[config.mk]
export PLATFORM = sky130hd
export DESIGN_NAME = ext_bus_strobe
export DESIGN_NICKNAME = d
export VERILOG_FILES = /design/src/rtl/esg_pkg.sv /design/src/rtl/esg_reset_sync.sv /design/src/rtl/esg_phase_ctr.sv /design/src/rtl/esg_cycle_ctx.sv /design/src/rtl/esg_strobe_dec.sv /design/src/rtl/ext_bus_strobe.sv
export SDC_FILE = /design/constraint.sdc
export NUM_CORES = 1
export LEC_CHECK = 0
export CORE_MARGIN = 8
export CORE_UTILIZATION = 36
export DETAILED_ROUTE_END_ITERATION = 12
export GPL_ROUTABILITY_DRIVEN = 0
export PLACE_DENSITY_LB_ADDON = 0.12
export SYNTH_ARGS = -nofsm -noshare
export SYNTH_HDL_FRONTEND = slang
export SYNTH_HIERARCHICAL = 1
export SYNTH_SLANG_ARGS = --single-unit
[constraint.sdc]
create_clock -name clk -period 1.62 [get_ports clk]
set_clock_uncertainty 0.05 [all_clocks]
set_input_delay 0.324 -clock clk [delete_from_list [all_inputs] [get_ports clk]]
set_output_delay 0.324 -clock clk [all_outputs]
set_load 0.03 [all_outputs]
[src/rtl/esg_pkg.sv]
package esg_pkg;

  // Context that governs one whole machine cycle.
  typedef struct packed {
    logic ext;     // fetching from external code memory
    logic xdat;    // this cycle is an external data transfer
    logic ale_en;  // latch strobe actively driven this cycle
  } cyc_ctx_t;

  localparam cyc_ctx_t CTX_RESET = '{ext: 1'b0, xdat: 1'b0, ale_en: 1'b0};

endpackage

[src/rtl/esg_reset_sync.sv]
module esg_reset_sync #(
  parameter int STAGES = 2
) (
  input  logic clk,
  input  logic arst_n,
  output logic rst_n_o
);

  logic [STAGES-1:0] sync_q;
  logic [STAGES-1:0] sync_d;

  always_comb begin
    sync_d[0] = 1'b1;
    for (int i = 1; i < STAGES; i++) begin
      sync_d[i] = sync_q[i-1];
    end
  end

  always_ff @(posedge clk or negedge arst_n) begin
    if (!arst_n) begin
      sync_q <= '0;
    end else begin
      sync_q <= sync_d;
    end
  end

  assign rst_n_o = sync_q[STAGES-1];

endmodule

[src/rtl/esg_phase_ctr.sv]
module esg_phase_ctr #(
  parameter int CLK_PER_MC = 12,
  localparam int PH_W = $clog2(CLK_PER_MC),
  localparam int LAST = CLK_PER_MC - 1
) (
  input  logic            clk,
  input  logic            rst_n,
  output logic [PH_W-1:0] ph_o,
  output logic [PH_W-1:0] ph_nxt_o,
  output logic            wrap_o
);

  logic [PH_W-1:0] ph_q;
  logic [PH_W-1:0] ph_d;
  logic            at_last;

  assign at_last = (ph_q == PH_W'(LAST));

  always_comb begin
    if (at_last) begin
      ph_d = '0;
    end else begin
      ph_d = ph_q + PH_W'(1);
    end
  end

  // Reset parks at the last phase so the first live edge opens phase 0.
  always_ff @(posedge clk or negedge rst_n) begin
    if (!rst_n) begin
      ph_q <= PH_W'(LAST);
    end else begin
      ph_q <= ph_d;
    end
  end

  assign ph_o     = ph_q;
  assign ph_nxt_o = ph_d;
  assign wrap_o   = at_last;

  AST_PH_WRAP: assert property (@(posedge clk) disable iff (!rst_n)
    (ph_q == PH_W'(LAST)) |=> (ph_q == '0));

  AST_PH_STEP: assert property (@(posedge clk) disable iff (!rst_n)
    (ph_q != PH_W'(LAST)) |=> (ph_q == $past(ph_q) + PH_W'(1)));

endmodule

[src/rtl/esg_cycle_ctx.sv]
module esg_cycle_ctx
  import esg_pkg::*;
(
  input  logic     clk,
  input  logic     rst_n,
  input  logic     load_i,
  input  logic     ext_exec_i,
  input  logic     xdata_i,
  input  logic     movx_i,
  input  logic     movc_i,
  input  logic     ale_off_i,
  output cyc_ctx_t ctx_o,
  output cyc_ctx_t ctx_nxt_o
);

  cyc_ctx_t ctx_q;
  cyc_ctx_t ctx_d;
  cyc_ctx_t sampled;

  always_comb begin
    sampled.ext    = ext_exec_i;
    sampled.xdat   = xdata_i;
    // Silence bit only counts for internal execution with no data move.
    sampled.ale_en = ext_exec_i | ~ale_off_i | movx_i | movc_i;
  end

  always_comb begin
    if (load_i) begin
      ctx_d = sampled;
    end else begin
      ctx_d = ctx_q;
    end
  end

  always_ff @(posedge clk or negedge rst_n) begin
    if (!rst_n) begin
      ctx_q <= CTX_RESET;
    end else begin
      ctx_q <= ctx_d;
    end
  end

  assign ctx_o     = ctx_q;
  assign ctx_nxt_o = ctx_d;

endmodule

[src/rtl/esg_strobe_dec.sv]
module esg_strobe_dec
  import esg_pkg::*;
#(
  parameter int CLK_PER_MC = 12,
  parameter int ALE_W      = 2,
  parameter int PSEN_OFS   = 2,
  parameter int PSEN_W     = 3,
  localparam int PH_W      = $clog2(CLK_PER_MC),
  localparam int HALF      = CLK_PER_MC / 2,
  localparam int PSEN_END  = PSEN_OFS + PSEN_W
) (
  input  logic            clk,
  input  logic            rst_n,
  input  logic [PH_W-1:0] ph_nxt_i,
  input  cyc_ctx_t        ctx_nxt_i,
  output logic            ale_o,
  output logic            ale_weak_o,
  output logic            psen_n_o
);

  logic            second_half;
  logic [PH_W-1:0] half_ph;
  logic            ale_slot;
  logic            ale_drop;
  logic            psen_slot;
  logic            ale_d;
  logic            weak_d;
  logic            psen_n_d;

  always_comb begin
    second_half = (ph_nxt_i >= PH_W'(HALF));
    half_ph     = second_half ? (ph_nxt_i - PH_W'(HALF)) : ph_nxt_i;
    ale_slot    = (half_ph < PH_W'(ALE_W));
    psen_slot   = (half_ph >= PH_W'(PSEN_OFS)) && (half_ph < PH_W'(PSEN_END));
    // Data transfer gives up the first-half address pulse.
    ale_drop    = ctx_nxt_i.xdat && !second_half;

    if (ctx_nxt_i.ale_en) begin
      ale_d  = ale_slot && !ale_drop;
      weak_d = 1'b0;
    end else begin
      ale_d  = 1'b1;
      weak_d = 1'b1;
    end

    psen_n_d = !(ctx_nxt_i.ext && !ctx_nxt_i.xdat && psen_slot);
  end

  always_ff @(posedge clk or negedge rst_n) begin
    if (!rst_n) begin
      ale_o      <= 1'b0;
      ale_weak_o <= 1'b0;
      psen_n_o   <= 1'b1;
    end else begin
      ale_o      <= ale_d;
      ale_weak_o <= weak_d;
      psen_n_o   <= psen_n_d;
    end
  end

endmodule

[src/rtl/ext_bus_strobe.sv]
module ext_bus_strobe
  import esg_pkg::*;
#(
  parameter int CLK_PER_MC = 12,
  parameter int ALE_W      = 2,
  parameter int PSEN_OFS   = 2,
  parameter int PSEN_W     = 3,
  parameter int RST_STAGES = 2,
  localparam int PH_W      = $clog2(CLK_PER_MC)
) (
  input  logic clk,
  input  logic rst_n,
  input  logic ext_exec,
  input  logic xdata_cyc,
  input  logic movx_op,
  input  logic movc_op,
  input  logic ale_off,
  output logic ale,
  output logic ale_weak,
  output logic psen_n
);

  logic            rst_int_n;
  logic [PH_W-1:0] ph;
  logic [PH_W-1:0] ph_nxt;
  logic            wrap;
  cyc_ctx_t        ctx;
  cyc_ctx_t        ctx_nxt;

  esg_reset_sync #(.STAGES(RST_STAGES)) u_rst (
    .clk     (clk),
    .arst_n  (rst_n),
    .rst_n_o (rst_int_n)
  );

  esg_phase_ctr #(.CLK_PER_MC(CLK_PER_MC)) u_phase (
    .clk      (clk),
    .rst_n    (rst_int_n),
    .ph_o     (ph),
    .ph_nxt_o (ph_nxt),
    .wrap_o   (wrap)
  );

  esg_cycle_ctx u_ctx (
    .clk        (clk),
    .rst_n      (rst_int_n),
    .load_i     (wrap),
    .ext_exec_i (ext_exec),
    .xdata_i    (xdata_cyc),
    .movx_i     (movx_op),
    .movc_i     (movc_op),
    .ale_off_i  (ale_off),
    .ctx_o      (ctx),
    .ctx_nxt_o  (ctx_nxt)
  );

  esg_strobe_dec #(
    .CLK_PER_MC (CLK_PER_MC),
    .ALE_W      (ALE_W),
    .PSEN_OFS   (PSEN_OFS),
    .PSEN_W     (PSEN_W)
  ) u_dec (
    .clk        (clk),
    .rst_n      (rst_int_n),
    .ph_nxt_i   (ph_nxt),
    .ctx_nxt_i  (ctx_nxt),
    .ale_o      (ale),
    .ale_weak_o (ale_weak),
    .psen_n_o   (psen_n)
  );

  AST_PSEN_INT: assert property (@(posedge clk) disable iff (!rst_int_n)
    !ctx.ext |-> psen_n);

  AST_XDAT_PSEN: assert property (@(posedge clk) disable iff (!rst_int_n)
    ctx.xdat |-> psen_n);

  AST_XDAT_DROP: assert property (@(posedge clk) disable iff (!rst_int_n)
    (ctx.xdat && ctx.ale_en && (ph < PH_W'(ALE_W))) |-> !ale);

  AST_EXT_STRONG: assert property (@(posedge clk) disable iff (!rst_int_n)
    ctx.ext |-> !ale_weak);

  AST_WEAK_HIGH: assert property (@(posedge clk) disable iff (!rst_int_n)
    ale_weak |-> ale);

  AST_NO_OVERLAP: assert property (@(posedge clk) disable iff (!rst_int_n)
    !psen_n |-> !ale);

endmodule

==> run_results.csv <==
group,metric,value,unit
power,p_leak,0.355,nW
power,switching_share,18.9,%
die,rows,14,
die,die-area,0.00305,mm^2
power,seqPwrFrac,54.6,%
setup_path,r2r_slack,-0.28,ns
detailed_routing,wl,1.04,mm
setup_path,worstPathRequired,1.71,ns
setup_path,r2r-end,"u_dec/ale_o",
power,switchingPower,0.108,mW
synthesis,synth_common_cells,"dfrtp_1, dfstp_2, nor2_1, inv_1",
layout,multi_input_area,272,um^2
synthesis,synth_top_area_share,36.1,%
sta,rsz0062_at_grt,"yes",
synthesis,postSynthCellCount,46,
global_routing,grt.overflow.total,0,
detailed_routing,drtPass1Iterations,4,
layout,final.fill_count,140,
power,power_density,700,mW/mm^2
setup_path,crit_top_cell,"ha_4",
die,core_area,0.00147,mm^2
clocking,clock_path_buffers,2,
synthesis,synth_edf_count,0,
synthesis,yosysTopAreaCell,"dfrtp_1",
setup_path,worstSetupPathType,"reg -> reg",
sta,fin_ws,-0.283,ns
setup_path,r2r-start,"u_phase/ph_o[0]",
power,max-vdd-ir-drop,0.451,mV
status,status,"finished, violations left",
die,die_w,55.2,um
die,dieHeight,55.2,um
synthesis,synth_cell_types,25,
setup_path,worst_path_max_delay_cell,"dfstp_2",
global_routing,grt_pass1_vias,468,
setup_path,start_kind,"flop",
setup_path,reg2regPathDepth,7,
sta,setup_viol,2,
status,violations,"setup timing",
job,maxCapViolCount,0,
die,start_util,37.7,%
clocking,clk_pin_slew,0.07,ns
synthesis,synth.most_common_cell,"dfrtp_1",
synthesis,syn_area,554,um^2
detailed_routing,drt_iter0_markers,6,
layout,nNetsFinal,81,
detailed_routing,route.vias.total,416,
place,place_ws,-0.288,ns
sta,final_hold_viol_count,0,
power,power_frac_clock,39.3,%
detailed_routing,antenna_left,0,
clocking,cts_hold_buf,0,
clocking,cts-root-buf,"clkbuf_4",
global_routing,grt_pass1_wl,1.88,mm
global_routing,grt_start_max_net_pins,11,
clocking,clk_latency,0.26,ns
setup_path,arrival,1.99,ns
setup_path,crit_path_end_kind,"flop",
layout,syn2layout_area_growth,48.1,%
power,p_int,0.466,mW
place,hpwlAfterDp,812,um
layout,post-route-util,55.8,%
clocking,cts_tree,"built",
sta,fmax,0.526,GHz
die,ios,10,
sta,fin_crit_sh,117,%
layout,insertedDiodeCount,0,
global_routing,grt.total_usage,7.37,%
synthesis,yosys-top-cells-area,"dfrtp_1, dfstp_2, ha_1, mux2_2, o221ai_1",
sta,final_max_slew_viol_count,0,
power,comb_power_share,6.1,%
place,io_buffers,9,
synthesis,synth_warnings,6,
synthesis,ys_seq_area_share,55.1,%
worst_hold_path,hold_path.class,"reg -> async",
detailed_routing,via_per_inst,4.78,
clocking,numCtsBuffers,3,
clocking,cts_max_level,1,
global_routing,antenna_found_initial,0,
sta,finalWorstPathRequiredPeriod,1.90,ns
detailed_routing,wire_per_inst,11.9,um
synthesis,syn-num-nets,55,
setup_path,cp.buffers_inverters,0,
synthesis,ys.flop_type,"dfrtp_1",
synthesis,async_reset_ff_share,100,%
clocking,numClockSinks,12,
layout,drive_gt1_share,43.7,%
setup_path,max_stage_delay,0.56,ns
synthesis,avgSynthCellArea,12.0,um^2
layout,regArea,305,um^2
detailed_routing,drc,0,
setup_path,worstPathCellList,"ha_4 > mux2_4 > ha_4 > nor2b_4 > nor2_4 > mux2i_1 > o21ai_1",
setup_path,path_max_fanout,3,
setup_path,crit_family,"flip-flops",
synthesis,ys_ff_latch,12,
worst max-delay path by stage:
stage	startpoint	cells after the start	end	slack, ns
after floorplan	u_phase/ph_o[0]	7	u_dec/ale_o	-0.24
after global placement	u_phase/ph_o[1]	7	u_dec/ale_o	-0.28
after detailed placement	u_phase/ph_o[1]	7	u_dec/ale_o	-0.29
after CTS	u_phase/ph_o[0]	7	u_dec/ale_o	-0.28
after global routing	u_phase/ph_o[0]	7	u_dec/ale_o	-0.36
final	u_phase/ph_o[0]	7	u_dec/ale_o	-0.28
layout by cell type, fill, tap and decap left out:
cell type        instances
a211oi_1                 1
a21oi_1                  2
a31oi_1                  1
and2_1                   1
and3b_2                  1
buf_4                   12
clkbuf_4                 3
clkbuf_8                 1
clkdlybuf4s50_1          6
conb_1                   1
dfrtp_1                  8
dfstp_2                  4
dlygate4sd2_1            3
ha_4                     2
inv_1                    3
mux2_2                   2
mux2_4                   1
mux2i_1                  1
nand2_1                  1
nand2_2                  1
nand2b_1                 1
nand3b_1                 1
nand4b_1                 1
nor2_1                   4
nor2_2                   1
nor2_4                   1
nor2b_4                  1
nor4b_2                  1
o21ai_0                  1
o21ai_1                  1
o221ai_1                 2
xnor2_1                  1
metal layers:
layer / global-route usage (%) / vias to the layer above / part of all wire (%)
met1: 8.36 / 197 / 49
li1: - / 212 / -
met3: 2.51 / 0 / 4.0
met2: 11.7 / 7 / 47
met5: 0 / - / 0
met4: 4.23 / 0 / 0
power groups by stage:
stage / registers [mW] / clock network [mW] / logic, mW
after detailed placement: 0.319 / 0 / 0.0367
after CTS: 0.314 / 0.233 / 0.0356
after global placement: 0.319 / 0 / 0.0366
final: 0.314 / 0.225 / 0.0352
after global routing: 0.315 / 0.248 / 0.0388
after floorplan: 0.322 / 0 / 0.00864
sequential cells by signal, summed over array words and instances (netlist names):
| register | flops |
|---|---|
| u_phase/ph_o | 4 |
| u_ctx/ctx_o | 3 |
| u_rst/sync_q | 2 |
| u_dec/ale_o | 1 |
| u_dec/ale_weak_o | 1 |
| u_dec/psen_n_o | 1 |
per-stage QoR:
| step | total power, mW | area (um^2) | TNS (ns) | hold slack (ns) | std cells |
|---|---|---|---|---|---|
| final | 0.574 | 821 | -0.533 | 0.109 | 87 |
| after global routing | 0.602 | 821 | -0.710 | 0.144 | 87 |
| after CTS | 0.583 | 821 | -0.532 | 0.120 | 87 |
| after detailed placement | 0.356 | 778 | -0.517 | 0.116 | 82 |
| after global placement | 0.356 | 778 | -0.498 | 0.112 | 82 |
| after floorplan | 0.331 | 586 | -0.448 | -0.0216 | 46 |
worst reg2reg max path, cell delays in order (launching register included):
cell and delay [ns]:
dfstp_2 0.56, ha_4 0.15, mux2_4 0.32, ha_4 0.16, nor2b_4 0.13, nor2_4 0.11
mux2i_1 0.22, o21ai_1 0.09
logic make-up after synthesis:
logic type                 synth area share, %
muxes                                     8.58
buffers and inverters                     2.03
xor gates and xnor gates                  1.58
adders and majority gates                 4.51
and+or+nand+nor                           18.3
AOI/OAI and AO/OA                         9.26
DFF                                       55.1
other                                    0.677
final cells by class:
| class | count | area share, % |
|---|---|---|
| multi-input cells | 31 | 33.1 |
| flip-flops and latches | 12 | 37.2 |
| inverters | 3 | 1.37 |
| well taps | 16 | 2.44 |
| clock buffers | 4 | 4.42 |
| repair buffers | 21 | 21.5 |
repair_timing:
item                                    CTS  global route
endpoints found under the hold margin     0             0
pin swaps                                 5             0
resized for setup                         4             0
buffers inserted                          1             0
cloned                                    0             0
endpoints found under the setup margin    5             2
Power figures use the tool's default switching activity.
